`src/rtl/disk_dma_pkg.sv`:
```
package disk_dma_pkg;
  localparam int SLOT_W = 3;
  localparam logic [SLOT_W-1:0] SLOT_DATA   = 3'd2;
  localparam logic [SLOT_W-1:0] SLOT_STATUS = 3'd3;
  localparam logic [SLOT_W-1:0] SLOT_AHI    = 3'd4;
  localparam logic [SLOT_W-1:0] SLOT_AMID   = 3'd5;
  localparam logic [SLOT_W-1:0] SLOT_ALO    = 3'd6;

  localparam int CB_FSEL_LO = 1;
  localparam int CB_HDSEL   = 3;
  localparam int CB_CNTSEL  = 4;
  localparam int CB_DRQSRC  = 7;
  localparam int CB_DIR     = 8;

  localparam int DATA_W    = 16;
  localparam int SEC_W     = 8;
  localparam int SEC_SHIFT = 9;
endpackage

```
`src/rtl/dma_ctrl_reg.sv`:
```
module dma_ctrl_reg
  import disk_dma_pkg::*;
(
  input  logic              clk_i,
  input  logic              rst_ni,
  input  logic              wr_i,
  input  logic [DATA_W-1:0] wdata_i,
  input  logic              err_set_i,
  output logic [DATA_W-1:0] ctrl_o,
  output logic              err_o,
  output logic              dir_flip_o
);
  logic [DATA_W-1:0] ctrl_q;
  logic              err_q;

  assign dir_flip_o = wr_i && (wdata_i[CB_DIR] != ctrl_q[CB_DIR]);

  always_ff @(posedge clk_i or negedge rst_ni) begin
    if (!rst_ni) begin
      ctrl_q <= '0;
      err_q  <= 1'b0;
    end else begin
      if (wr_i) ctrl_q <= wdata_i;
      if (dir_flip_o)     err_q <= 1'b0;
      else if (err_set_i) err_q <= 1'b1;
    end
  end

  assign ctrl_o = ctrl_q;
  assign err_o  = err_q;
endmodule

```
`src/rtl/dma_count_reg.sv`:
```
module dma_count_reg #(
  parameter int SEC_W     = 8,
  parameter int SEC_SHIFT = 9,
  localparam int CNT_W    = SEC_W + SEC_SHIFT,
  localparam int RND_W    = CNT_W + 1
) (
  input  logic                   clk_i,
  input  logic                   rst_ni,
  input  logic                   clr_i,
  input  logic                   load_i,
  input  logic [SEC_W-1:0]       load_sec_i,
  input  logic                   dec_i,
  output logic [CNT_W-1:0]       cnt_o,
  output logic [RND_W-SEC_SHIFT-1:0] sec_o
);
  logic [CNT_W-1:0] cnt_q;
  logic [RND_W-1:0] rnd;

  always_ff @(posedge clk_i or negedge rst_ni) begin
    if (!rst_ni)                   cnt_q <= '0;
    else if (clr_i)                cnt_q <= '0;
    else if (load_i)               cnt_q <= {load_sec_i, {SEC_SHIFT{1'b0}}};
    else if (dec_i && cnt_q != '0) cnt_q <= cnt_q - 1'b1;
  end

  // round up to whole sectors
  assign rnd   = {1'b0, cnt_q} + RND_W'((1 << SEC_SHIFT) - 1);
  assign sec_o = rnd[RND_W-1:SEC_SHIFT];
  assign cnt_o = cnt_q;
endmodule

```
`src/rtl/dma_addr_reg.sv`:
```
module dma_addr_reg #(
  parameter int AW  = 24,
  localparam int NB = AW / 8
) (
  input  logic          clk_i,
  input  logic          rst_ni,
  input  logic [NB-1:0] byte_wr_i,
  input  logic [7:0]    wdata_i,
  input  logic          inc_i,
  output logic [AW-1:0] addr_o
);
  logic [AW-1:0] addr_q;
  logic [AW-1:0] addr_inc;
  logic [AW-1:0] addr_d;

  assign addr_inc = addr_q + AW'(2);

  for (genvar b = 0; b < NB; b++) begin : g_byte
    logic [7:0] wbyte;
    if (b == 0) begin : g_lo
      assign wbyte = {wdata_i[7:1], 1'b0};
    end else begin : g_hi
      assign wbyte = wdata_i;
    end
    always_comb begin
      if (|byte_wr_i) addr_d[b*8 +: 8] = byte_wr_i[b] ? wbyte : addr_q[b*8 +: 8];
      else if (inc_i) addr_d[b*8 +: 8] = addr_inc[b*8 +: 8];
      else            addr_d[b*8 +: 8] = addr_q[b*8 +: 8];
    end
  end

  always_ff @(posedge clk_i or negedge rst_ni) begin
    if (!rst_ni) addr_q <= '0;
    else         addr_q <= addr_d;
  end

  assign addr_o = addr_q;
endmodule

```
`src/rtl/disk_dma_regs.sv`:
```
module disk_dma_regs
  import disk_dma_pkg::*;
#(
  parameter int ADDR_W = 4,
  parameter int DMA_AW = 24,
  localparam int CNT_W = SEC_W + SEC_SHIFT
) (
  input  logic              clk_i,
  input  logic              rst_ni,
  input  logic              cpu_sel_i,
  input  logic              cpu_we_i,
  input  logic [ADDR_W-1:0] cpu_addr_i,
  input  logic [DATA_W-1:0] cpu_wdata_i,
  output logic [DATA_W-1:0] cpu_rdata_o,
  output logic [1:0]        fdc_sel_o,
  output logic              fdc_rd_o,
  output logic              fdc_we_o,
  output logic [7:0]        fdc_wdata_o,
  input  logic [7:0]        fdc_rdata_i,
  input  logic              fdc_drq_i,
  output logic [DATA_W-1:0] ctrl_o,
  output logic [CNT_W-1:0]  byte_cnt_o,
  output logic [DMA_AW-1:0] dma_addr_o,
  input  logic              cnt_dec_i,
  input  logic              addr_inc_i,
  input  logic              err_set_i,
  output logic              state_clr_o
);
  localparam int NB    = DMA_AW / 8;
  localparam int SEC_O = CNT_W + 1 - SEC_SHIFT;

  logic [SLOT_W-1:0] slot;
  logic              wr, rd, data_slot, fdc_path;
  logic              err;
  logic [SEC_O-1:0]  sec;
  logic [NB-1:0]     byte_wr;

  assign slot      = cpu_addr_i[SLOT_W-1:0];
  assign wr        = cpu_sel_i && cpu_we_i;
  assign rd        = cpu_sel_i && !cpu_we_i;
  assign data_slot = (slot == SLOT_DATA);
  assign fdc_path  = !ctrl_o[CB_CNTSEL] && !ctrl_o[CB_HDSEL];

  dma_ctrl_reg u_ctrl (
    .clk_i      (clk_i),
    .rst_ni     (rst_ni),
    .wr_i       (wr && slot == SLOT_STATUS),
    .wdata_i    (cpu_wdata_i),
    .err_set_i  (err_set_i),
    .ctrl_o     (ctrl_o),
    .err_o      (err),
    .dir_flip_o (state_clr_o)
  );

  dma_count_reg #(.SEC_W(SEC_W), .SEC_SHIFT(SEC_SHIFT)) u_cnt (
    .clk_i      (clk_i),
    .rst_ni     (rst_ni),
    .clr_i      (state_clr_o),
    .load_i     (wr && data_slot && ctrl_o[CB_CNTSEL]),
    .load_sec_i (cpu_wdata_i[SEC_W-1:0]),
    .dec_i      (cnt_dec_i),
    .cnt_o      (byte_cnt_o),
    .sec_o      (sec)
  );

  // slot 4 -> top byte, slot 6 -> bottom byte
  for (genvar b = 0; b < NB; b++) begin : g_bwr
    assign byte_wr[b] = wr && (slot == SLOT_ALO - SLOT_W'(b));
  end

  dma_addr_reg #(.AW(DMA_AW)) u_addr (
    .clk_i     (clk_i),
    .rst_ni    (rst_ni),
    .byte_wr_i (byte_wr),
    .wdata_i   (cpu_wdata_i[7:0]),
    .inc_i     (addr_inc_i),
    .addr_o    (dma_addr_o)
  );

  assign fdc_sel_o   = ctrl_o[CB_FSEL_LO +: 2];
  assign fdc_rd_o    = rd && data_slot && fdc_path;
  assign fdc_we_o    = wr && data_slot && fdc_path;
  assign fdc_wdata_o = cpu_wdata_i[7:0];

  always_comb begin
    cpu_rdata_o = '1;
    case (slot)
      SLOT_DATA: begin
        if (ctrl_o[CB_CNTSEL])     cpu_rdata_o = DATA_W'(sec);
        else if (!ctrl_o[CB_HDSEL]) cpu_rdata_o = {8'hFF, fdc_rdata_i};
      end
      SLOT_STATUS: cpu_rdata_o = {13'h1FFF, fdc_drq_i, byte_cnt_o != '0, !err};
      SLOT_AHI:    cpu_rdata_o = {8'hFF, dma_addr_o[23:16]};
      SLOT_AMID:   cpu_rdata_o = {8'hFF, dma_addr_o[15:8]};
      SLOT_ALO:    cpu_rdata_o = {8'hFF, dma_addr_o[7:0]};
      default:     cpu_rdata_o = '1;
    endcase
  end
endmodule

```
`config.mk`:
```
export PLATFORM = sky130hd
export DESIGN_NAME = disk_dma_regs
export DESIGN_NICKNAME = d
export VERILOG_FILES = /design/src/rtl/disk_dma_pkg.sv /design/src/rtl/dma_ctrl_reg.sv /design/src/rtl/dma_count_reg.sv /design/src/rtl/dma_addr_reg.sv /design/src/rtl/disk_dma_regs.sv
export SDC_FILE = /design/constraint.sdc
export NUM_CORES = 1
export LEC_CHECK = 0
export ABC_AREA = 1
export BUFFER_PORTS_ARGS = -buffer_cell sky130_fd_sc_hd__buf_2
export CORE_MARGIN = 5
export CORE_UTILIZATION = 50
export CTS_CLUSTER_DIAMETER = 100
export DETAILED_ROUTE_END_ITERATION = 16
export HOLD_SLACK_MARGIN = 0.15
export PLACE_DENSITY = 0.75
export SLEW_MARGIN = 20
export SYNTH_ARGS = -nofsm -noshare
export SYNTH_HDL_FRONTEND = slang
export SYNTH_HIERARCHICAL = 1
export SYNTH_SLANG_ARGS = --single-unit
```
`constraint.sdc`:
```
create_clock -name clk_i -period 4.9 [get_ports clk_i]
set_clock_uncertainty 0.2 [all_clocks]
set_input_delay 0.245 -clock clk_i [delete_from_list [all_inputs] [get_ports clk_i]]
set_output_delay 0.245 -clock clk_i [all_outputs]
set_load 0.05 [all_outputs]
```
# Word-level counts from Yosys, hierarchy flattened
# Cells that the tools add are included.
# classes
addsub,3
eq_ne,9
mux,17
n_reduce_logical,26
# ops
op,n
$mux W8,10
$pmux W16 S5,1
$mux W17,3
$add A24 B2 Y24 const B,1
$add A17 B9 Y18 const B,1
$reduce_bool A17 Y1,1
$sub A17 B1 Y17 const B,1
$mux W16,1
$logic_and A1 B1 Y1,14
$eq A3 B3 Y1 const B,3
$eq A3 B2 Y1 const B,2
$ne A2 B1 Y1 const B,3
$reduce_and A2 Y1,3
$logic_not A1 Y1,4
$reduce_bool A2 Y1,2
$reduce_bool A3 Y1,1
$reduce_or A3 Y1,1
$mux W1,2
$ne A1 B1 Y1,1
# totals
ff_bits,58
inputBits,36

# Depth between registers and ports, before layout
# Gate-level depths: netlist (run 1).
# logic_depth
ltp_word,5
ltp_mapped,14
ltp_nobuf,13

# Hierarchy
# Netlist (run 1), hierarchy kept.
# by_module_without_submodules
module,instances,cells_per_inst,area_per_inst_um2
dma_addr_reg,1,265,1724.2
dma_count_reg,1,220,1371.3
disk_dma_regs,1,148,749.5
dma_ctrl_reg,1,74,668.1

# Least setup slack after synthesis (run 1)
# Ideal clock, no wire load.
# synth_path
path_kind,reg2out
start,"reg u_ctrl.ctrl_q[4], in the netlist u_ctrl/ctrl_o[4]"
end,out fdc_rd_o
arrival_time_ns,2.458
required_ns,4.455
setup_slack_ns,1.997
path_stages_with_launch,4
cell_sequence,dfrtp_1 inv_2 nand2_1 nor4_1
# synth_between
elab_chain_cells,3
# synth_rtl
item,line_no,rtl
"start, declared",dma_ctrl_reg.sv:13,logic [DATA_W-1:0] ctrl_q;
"start signal, assigned",dma_ctrl_reg.sv:23,if (wr_i) ctrl_q <= wdata_i;
$logic_not A1 Y1,disk_dma_regs.sv:42,assign fdc_path = !ctrl_o[CB_CNTSEL] && !ctrl_o[CB_HDSEL];
$logic_and A1 B1 Y1,disk_dma_regs.sv:42,
$logic_and A1 B1 Y1,disk_dma_regs.sv:81,assign fdc_rd_o = rd && data_slot && fdc_path;
"end, declared",disk_dma_regs.sv:16,"output logic fdc_rd_o,"
# No other way between the ends.

# Worst setup path in the final report (run 1)
# layout_path
start,"reg u_cnt.cnt_q[1], in the netlist u_cnt/cnt_o[1]"
end,out cpu_rdata_o[7]
# layout_between
elab_chain_cells,3
# layout_rtl
item,line_no,rtl
"start, declared",dma_count_reg.sv:16,logic [CNT_W-1:0] cnt_q;
"start signal, assigned",dma_count_reg.sv:22,"else if (load_i) cnt_q <= {load_sec_i, {SEC_SHIFT{1'b0}}};"
"start signal, assigned",dma_count_reg.sv:23,else if (dec_i && cnt_q != '0) cnt_q <= cnt_q - 1'b1;
$add A17 B9 Y18,dma_count_reg.sv:27,"assign rnd = {1'b0, cnt_q} + RND_W'((1 << SEC_SHIFT) - 1);"
net sec[7],disk_dma_regs.sv:35,logic [SEC_O-1:0] sec;
$mux W16,disk_dma_regs.sv:89,if (ctrl_o[CB_CNTSEL]) cpu_rdata_o = DATA_W'(sec);
$pmux W16 S5,disk_dma_regs.sv:87,case (slot)
"end, declared",disk_dma_regs.sv:14,"output logic [DATA_W-1:0] cpu_rdata_o,"
# The timed path passes the listed nets, and every way through them passes these cells.

==> results.cfg, run 1 <==
[critical_path]
critical_path_arrival_ns = 2.60
cp_max_fo = 4
reg2reg_slack_ns = 2.77
r2r-start = u_ctrl/ctrl_o[4]
crit_start = u_cnt/cnt_o[1]
cp-end-kind = output port
path_class = reg2out
start_kind = flip-flop
worstPathRequired_ns = 4.45

[clocking]
clk-insertion-delay-late_ns = 0.35
postCtsSetupBuffers = 0
htreeDepth = 3
cts_buffers = 9
cts_buffer_depth = 2
cts.sinks = 57
cts_tree = done
cts.repair.resized = 0
cts.clk_slew.worst_paths_ns = 0.08
root_buffer = clkbuf_8

[logic_synthesis]
postSynthAreaPerCell_um2 = 6.38
synth_edf_count = 0
ys.warnings.count = 6
yosys.area.top_type_share_pct = 31.6
ys_types = 37
synth-main-ff-cell = dfrtp_1
async_flop_share_pct = 100
ys_top_cells_by_area = dfrtp_1 32%, nand2_1 18%, nor2_1 8.4%
syn_area_mm2 = 0.00451
netlist_instances = 707
syn_nets = 745
synth-seq-cells = 57
yosysTopAreaCell = dfrtp_1
yosysSeqAreaShare_pct = 31.6

[timing]
finalWorstSetupSlack_ns = 1.85
maxSlewViolCount = 0
finalSetupTns_ns = 0
slew_headroom_pct = 50.6
finalCriticalPeriod_ns = 3.05
rsz0062_at_grt = false
setup_viol = 0
max_slew.worst_pin.slew_ns = 0.741
period_share_pct = 62.2
clock.fmax_ghz = 0.328
hold_violations = 0

[drt]
ant_nets = 0
vias = 5018
wl_um = 13700
vias_per_cell = 5.33
drc = 0
post_drt_wl_per_cell_um = 14.6
drt_first_pass_iters = 5
drt_iter0_markers = 400

[power]
p_sw_w = 0.00174
sw_frac_of_total_pct = 57.3
p_seq_share_pct = 28.9
p_per_area_mw_per_mm2 = 560
p_leak_nw = 2.92
irDropWorstVdd_mv = 0.348
clkPwrFrac_pct = 15.1
p_comb_share_pct = 56.0
intPower_w = 0.00130

[final_layout]
fillers = 809
drive_above_1_share_pct = 22.8
syn_to_final_growth_pct = 20.4
antennaDiodeCount = 0
nNetsFinal = 866
fin_cells = 941
final_area_mm2 = 0.00543

[floorplanning]
die_area_mm2 = 0.0110
die_w_um = 105
fp.dieH_um = 105
pin_count = 122
initial_core_util_pct = 51.5
num_rows = 34
core_mm2 = 0.00876

[worst_hold_path]
holdCritStartpoint = addr_inc_i
hold_class = in2reg

[run]
cap_violations = 0

[status]
outcome = completed

[place]
dp.cells = 906
port_buffers = 119
place_area_mm2 = 0.00504
pre_cts_slack_ns = 2.22
dp_hpwl_um = 9900
gp_congestion = 0.983

[global_routing]
grt_pass1_wl_um = 22600
grt_start_max_net_pins = 58
grt_overflow_total = 0
grt.total_usage_pct = 24.7
grt_pass1_vias = 4633
antenna_found_initial = 0
[power by group through the flow]
stage | clock network, W | logic [W] | registers, W
after global placement | 0 | 0.00165 | 0.000879
after floorplan | 0 | 0.000819 | 0.00134
after detailed placement | 0 | 0.00167 | 0.000882
after global routing | 0.000491 | 0.00185 | 0.000909
after CTS | 0.000467 | 0.00170 | 0.000875
final | 0.000460 | 0.00170 | 0.000879
[routing by layer]
layer  vias to the layer above  global-route usage [%]  routed length [um]
met5                         -                       0                   0
met4                         0                    7.95                 210
met3                        22                    5.49                1320
met2                       259                    38.3                6140
met1                      2276                    34.3                6030
li1                       2461                       -                   -
[repair_timing]
action,4_1_cts,5_1_grt
endpoints found under the hold margin,101,0
endpoints found under the setup margin,0,0
hold buffers,19,0
[placed cells by master (no fill, tap or decap), drive strengths merged]
master | synthesis | layout
nand2 | 225 | 225
buf | 27 | 122
nor2 | 118 | 118
inv | 87 | 90
nand3 | 66 | 66
dfrtp | 57 | 57
o21ai | 51 | 51
a21oi | 26 | 26
dlygate4sd3 | 0 | 19
xor2 | 11 | 11
nor3 | 10 | 10
clkbuf | 4 | 9
nand4 | 8 | 8
a31oi | 4 | 4
o21bai | 4 | 4
or2 | 3 | 3
clkinv | 1 | 3
ha | 2 | 2
nor4 | 1 | 1
bufinv | 0 | 1
clkinvlp | 0 | 1
conb | 1 | 1
o22ai | 1 | 1
[synth_stat cells, drive strengths merged, types with 8 or more instances]
| master | n |
|---|---|
| a21oi | 26 |
| buf | 27 |
| dfrtp | 57 |
| inv | 87 |
| nand2 | 225 |
| nand3 | 66 |
| nand4 | 8 |
| nor2 | 118 |
| nor3 | 10 |
| o21ai | 51 |
| xor2 | 11 |
[critical path, stage by stage (launching register included)]
cell,delay (ns)
dfrtp_1,0.41
inv_1,0.08
ha_1,0.23
nand3_1,0.16
inv_1,0.11
a21oi_1,0.29
nand2_1,0.17
nor2_1,0.11
nand2_1,0.05
nand2_1,0.07
nor2_1,0.05
nor2_1,0.09
o21ai_0,0.09
nand3_1,0.09
buf_2,0.26
[logic make-up after synthesis]
kind of cell,Yosys count,synth area share [%]
buffers and inverters,119,12.6
xor gates and xnor gates,11,2.13
adders and majority gates,2,0.554
AOI/OAI and AO/OA,86,9.98
DFF,57,31.6
other,1,0.0831
and+or+nand+nor,431,43.0
[registers in the layout, summed over array words and instances (netlist names)]
signal	count
u_cnt/cnt_o	17
u_ctrl/ctrl_o	16
u_addr/addr_o	23
u_ctrl/err_o	1
[per-stage QoR]
stage | hold WS (ns) | power [W] | util, %
final | 0.264 | 0.00304 | 62.0
after detailed placement | 0.244 | 0.00256 | 57.5
after global routing | 0.292 | 0.00325 | 62.0
after floorplan | -0.251 | 0.00216 | -
after global placement | 0.239 | 0.00252 | 57.5
after CTS | 0.247 | 0.00304 | 62.0
[path summary, 6_finish.rpt]
check,to,cells after the start
hold / removal,u_addr/addr_o[2],4
hold reg to reg,u_ctrl/ctrl_o[10],2
min in group asynchronous,u_ctrl/ctrl_o[9],3
setup reg to reg,u_cnt/cnt_o[15],7
max in group asynchronous,u_addr/addr_o[13],3
setup / recovery,cpu_rdata_o[7],14
[cell type report]
| type | count | area, um^2 | area share (%) |
|---|---|---|---|
| clock buffer | 9 | 124 | 2.28 |
| clock inverter | 7 | 77.6 | 1.43 |
| inverter | 88 | 343 | 6.31 |
| multi-input combinational | 531 | 2520 | 46.4 |
| sequential | 57 | 1430 | 26.3 |
| tap | 108 | 135 | 2.49 |
| timing repair buffer | 141 | 808 | 14.9 |
Note: power is estimated with default switching activity, not from simulation.
==> run 2: changes to the inputs <==
Clock period 4.9 ns to 2.95 ns, I/O delays scaled along.
==> results.cfg, run 2 (same netlist as run 1, synthesis figures left out) <==
[final_layout]
postLayoutCoreUtil_pct = 62.4
nNetsFinal = 869
layout_common_cells = 211 x nand2_1, 118 x buf_2, 100 x nor2_1, 73 x inv_1, 63 x nand3_1
regArea_mm2 = 0.00143
antennaDiodeCount = 0
largest_reg_flops = 23
final_common_cell = nand2_1
multi_input_area_mm2 = 0.00253
final_area_mm2 = 0.00547
fin_cells = 944
syn_to_final_growth_pct = 21.2
drive_above_1_share_pct = 23.2
fillers = 821

[drt]
post_drt_wl_per_cell_um = 15.1
wl_um = 14300
vias_per_cell = 5.37
drc = 0
vias = 5065
ant_nets = 0
drt_iter0_markers = 493
drt_first_pass_iters = 5

[critical_path]
critical_path_arrival_ns = 2.39
cp_max_fo = 4
worstPathRequired_ns = 2.60
start_kind = flip-flop
cp-end-kind = output port
path_class = reg2out

[timing]
period_share_pct = 92.9
setup_viol = 0
hold_violations = 0
max_slew.worst_pin.slew_ns = 0.752
finalCriticalPeriod_ns = 2.74
clock.fmax_ghz = 0.365
maxSlewViolCount = 0
slew_headroom_pct = 49.9

[clocking]
cts_tree = done
cts_buffers = 9
cts.clk_slew.worst_paths_ns = 0.08
root_buffer = clkbuf_8
cts_buffer_depth = 2
clk-insertion-delay-late_ns = 0.34
cts.sinks = 57
htreeDepth = 3

[global_routing]
grt_start_max_net_pins = 58
grt_overflow_total = 0
antenna_found_initial = 0
grt_pass1_vias = 4835
grt.total_usage_pct = 25.9
grt_pass1_wl_um = 23600

[place]
dp_hpwl_um = 10200
dp.cells = 908
port_buffers = 119
gp_congestion = 0.981
place_area_mm2 = 0.00506

[run]
cap_violations = 0

[floorplanning]
die_w_um = 105
core_mm2 = 0.00876
num_rows = 34
die_area_mm2 = 0.0110
pin_count = 122
initial_core_util_pct = 51.5
fp.dieH_um = 105

[worst_hold_path]
hold_class = in2reg

[power]
p_per_area_mw_per_mm2 = 932
p_leak_nw = 2.94
irDropWorstVdd_mv = 0.656
fin_total_pwr_w = 0.00510

[status]
outcome = completed
[run 2: changes by cell type in the layout (fill, tap and decap cells not counted), sizes merged]
cell / delta
buf: +2
clkinv: +1
dlygate4sd3: +1
inv: -1
[run 2: final cells by class]
class                      count  area share (%)
multi-input combinational    531            46.2
inverter                      88            6.27
tap                          108            2.47
clock inverter                 7            1.42
clock buffer                   9            2.26
sequential                    57            26.1
timing repair buffer         144            15.3
[run 2: timing repair]
action                     4_1_cts  5_1_grt
buffers inserted                 0        0
setup endpoints to repair        0        4
hold endpoints to repair       113        0
resized for setup                0        5
hold buffers                    20        0
[run 2: worst paths after layout]
kind	slack, ns	cells after the start	end	from
setup / recovery	0.21	12	cpu_rdata_o[3]	u_cnt/cnt_o[0]
max in group asynchronous	1.75	3	u_addr/addr_o[15]	rst_ni
min in group asynchronous	0.29	3	u_ctrl/ctrl_o[10]	rst_ni
hold reg to reg	0.33	2	u_ctrl/ctrl_o[14]	u_ctrl/ctrl_o[14]
hold / removal	0.17	4	u_addr/addr_o[7]	addr_inc_i
setup reg to reg	0.91	9	u_cnt/cnt_o[9]	u_cnt/cnt_o[0]
[run 2: per-layer routing]
layer | part of all wire (%) | global-route usage (%)
met5 | 0 | 0
met4 | 1.2 | 8.13
met3 | 10 | 4.93
met2 | 45 | 41.0
met1 | 43 | 35.8
[run 2: power breakdown]
group          internal [W]  leakage [nW]  switching (W)  total [W]
sequential          0.00103         0.674       0.000449    0.00148
combinational      0.000737          2.16        0.00212    0.00286
clock              0.000397         0.100       0.000361   0.000758
[run 2: metrics by stage]
stage | worst slack (ns) | hold slack, ns | setup TNS, ns
2_1_floorplan | 0.145 | -0.348 | 0
3_3_place_gp | 0.507 | 0.143 | 0
3_5_place_dp | 0.436 | 0.147 | 0
4_1_cts | 0.0554 | 0.166 | 0
5_1_grt | -0.00520 | 0.214 | -0.00520
6_report | 0.211 | 0.174 | 0
[run 2: critical path: stages, from the launching register on]
cell	delay, ns
dfrtp_1	0.39
inv_1	0.09
ha_1	0.25
nand3_2	0.12
inv_1	0.11
a21oi_2	0.22
nand2_1	0.13
xor2_1	0.15
nor2_1	0.07
nor2_1	0.09
o21ai_0	0.08
nand3_1	0.09
buf_2	0.26
==> run 3: changes to the inputs <==
Settings changed: ABC_AREA 1 to not set, CORE_UTILIZATION 50 to 47.
Clock period 2.95 ns to 2.4 ns, I/O delays scaled along.
==> results.cfg, run 3 <==
[clocking]
clk-insertion-delay-late_ns = 0.35
cts_buffers = 9
cts.sinks = 57
cts_tree = done
root_buffer = clkbuf_8
cts.clk_slew.worst_paths_ns = 0.07
htreeDepth = 3
cts_buffer_depth = 2

[floorplanning]
core_mm2 = 0.00826
fp.dieH_um = 102
num_rows = 33
die_w_um = 102
initial_core_util_pct = 48.5
die_area_mm2 = 0.0105
pin_count = 122

[final_layout]
largest_reg_flops = 23
final_common_cell = buf_2
postLayoutCoreUtil_pct = 67.5
layout_common_cells = 111 x buf_2, 60 x buf_4, 47 x dfrtp_1, 34 x nor2_1, 27 x a21oi_1
final_area_mm2 = 0.00558
antennaDiodeCount = 0
nNetsFinal = 647
syn_to_final_growth_pct = 39.2
drive_above_1_share_pct = 44.6

[logic_synthesis]
yosysMostFrequentCell = dfrtp_1
syn_nets = 475
ys_types = 76
postSynthAreaPerCell_um2 = 9.16
async_flop_share_pct = 100
ys_top_cells_by_count = 57 x dfrtp_1, 36 x nor2_1, 27 x a21oi_1, 27 x nand2_1, 20 x o22ai_1
syn_area_mm2 = 0.00401
synth-main-ff-cell = dfrtp_1
yosysTopAreaCell = dfrtp_1
yosys.area.top_type_share_pct = 35.6
synth_edf_count = 0
netlist_instances = 437
ys_top_cells_by_area = dfrtp_1 36%, mux2_2 3.9%, a21oi_1 3.4%
yosysSeqAreaShare_pct = 35.6
ys.warnings.count = 6
synth-seq-cells = 57

[drt]
ant_nets = 0
drt_first_pass_iters = 7
wl_um = 14600
drt_iter0_markers = 415
drc = 0
post_drt_wl_per_cell_um = 20.3
vias_per_cell = 6.19
vias = 4448

[power]
irDropWorstVdd_mv = 0.764
p_per_area_mw_per_mm2 = 1210
p_leak_nw = 2.48

[timing]
clock.fmax_ghz = 0.396
maxSlewViolCount = 0
hold_violations = 0
finalCriticalPeriod_ns = 2.53
finalSetupTns_ns = -0.519
slew_headroom_pct = 52.7
finalWorstSetupSlack_ns = -0.128
period_share_pct = 105
max_slew.worst_pin.slew_ns = 0.706
rsz0062_at_grt = true
setup_viol = 7

[status]
outcome = finished, violations left
violations = negative setup slack

[critical_path]
critical_path_arrival_ns = 2.21
worstPathRequired_ns = 2.08
reg2reg_to = u_cnt/cnt_o[1]
slowest_stage = dfrtp_2
reg2reg_depth = 6
cp_max_fo = 4
r2r-start = u_cnt/cnt_o[9]
path_class = reg2out
cp-end-kind = output port
crit_chain = inv_2 -> ha_4 -> nor2b_4 -> nand3_2 -> buf_6 -> nand4_1 -> xnor2_1 -> o22ai_1 -> a22oi_2 -> buf_6
crit_top_cell = buf_6
start_kind = flip-flop
reg2reg_slack_ns = 0.03
cpPeakStageDelay_ns = 0.44

[global_routing]
antenna_found_initial = 0
grt_start_max_net_pins = 20
grt_pass1_vias = 4284
grt.total_usage_pct = 27.7
grt_pass1_wl_um = 22300
grt_overflow_total = 0

[run]
cap_violations = 0

[place]
dp_hpwl_um = 10100
gp_congestion = 1.01
port_buffers = 119
place_area_mm2 = 0.00491

[worst_hold_path]
hold_class = in2async
==> run 3: cell count changes in the layout (fill, tap and decap cells not counted), moves of 10 or more <==
cell     change
buf_4       +54
dfrtp_1     -10
dfrtp_2     +10
inv_1       -62
mux2_2      +14
nand2_1    -186
nand3_1     -46
nor2_1      -66
o21ai_0     -37
o22ai_1     +19
xnor2_1     +11
==> run 3: power by group <==
group / leakage (nW) / total, W / switching [W] / internal (W)
clock: 0.113 / 0.00103 / 0.000420 / 0.000612
sequential: 0.670 / 0.00181 / 0.000506 / 0.00130
combinational: 1.70 / 0.00389 / 0.00259 / 0.00131
total: 2.48 / 0.00673 / 0.00351 / 0.00322
==> run 3: how the worst max path moves through the flow <==
stage                         startpoint           endpoint  cells past startpoint
after CTS                 u_cnt/cnt_o[0]     cpu_rdata_o[7]                     10
after global routing      u_cnt/cnt_o[0]     cpu_rdata_o[7]                     10
final                     u_cnt/cnt_o[0]     cpu_rdata_o[7]                     10
after floorplan           u_cnt/cnt_o[0]     cpu_rdata_o[1]                      9
after global placement     cpu_addr_i[0]  u_addr/addr_o[21]                      7
after detailed placement   cpu_addr_i[0]  u_addr/addr_o[21]                      7
==> run 3: critical path, delay by kind of cell, from the launching register on <==
kind,cells,cell delay [ns]
xor gates and xnor gates,1,0.15
DFF,1,0.44
and+or+nand+nor,3,0.37
AOI/OAI and AO/OA,2,0.31
buffers and inverters,3,0.44
adders and majority gates,1,0.14
==> run 3: logic make-up after synthesis <==
group / after synthesis / share of synthesized area [%]
buffers and inverters: 54 / 7.90
adder cells (fa/ha/maj): 2 / 0.625
XOR/XNOR: 21 / 4.59
AO/OA/AOI/OAI: 117 / 20.3
other: 1 / 0.0936
multiplexers: 25 / 7.72
flip-flops: 57 / 35.6
AND/OR/NAND/NOR: 160 / 23.1
==> run 3: what timing repair did <==
action | in CTS | in global routing
pin swaps | 7 | 7
endpoints found under the hold margin | 112 | 0
hold buffers | 22 | 0
buffers inserted | 9 | 4
cloned | 0 | 0
gates resized for setup | 29 | 13
endpoints found under the setup margin | 8 | 11
==> run 3: cell type report <==
cell class | count | area [um^2]
inverters | 14 | 52.6
clock inverters | 5 | 78.8
well taps | 105 | 131
flip-flops and latches | 57 | 1440
repair buffers | 201 | 1320
multi-input cells | 326 | 2420
fillers | 659 | 2680
clock buffers | 11 | 141
==> run 3: stage by stage <==
stage | hold WS (ns) | cells | worst slack [ns] | power [W]
final | 0.203 | 719 | -0.128 | 0.00673
after CTS | 0.209 | 715 | -0.0663 | 0.00654
after floorplan | -0.376 | 437 | -0.0690 | 0.00429
after global routing | 0.223 | 719 | -0.179 | 0.00704
after detailed placement | -0.0573 | 668 | 0.0118 | 0.00526
after global placement | -0.0636 | 668 | 0.0651 | 0.00519
==> run 3: per-layer routing <==
metal / wire (um) / part of all wire, % / GRT usage [%]
met1: 5690 / 39 / 35.9
met2: 6830 / 47 / 44.1
met3: 1610 / 11 / 5.94
met4: 462 / 3.2 / 13.2
met5: 0 / 0 / 0
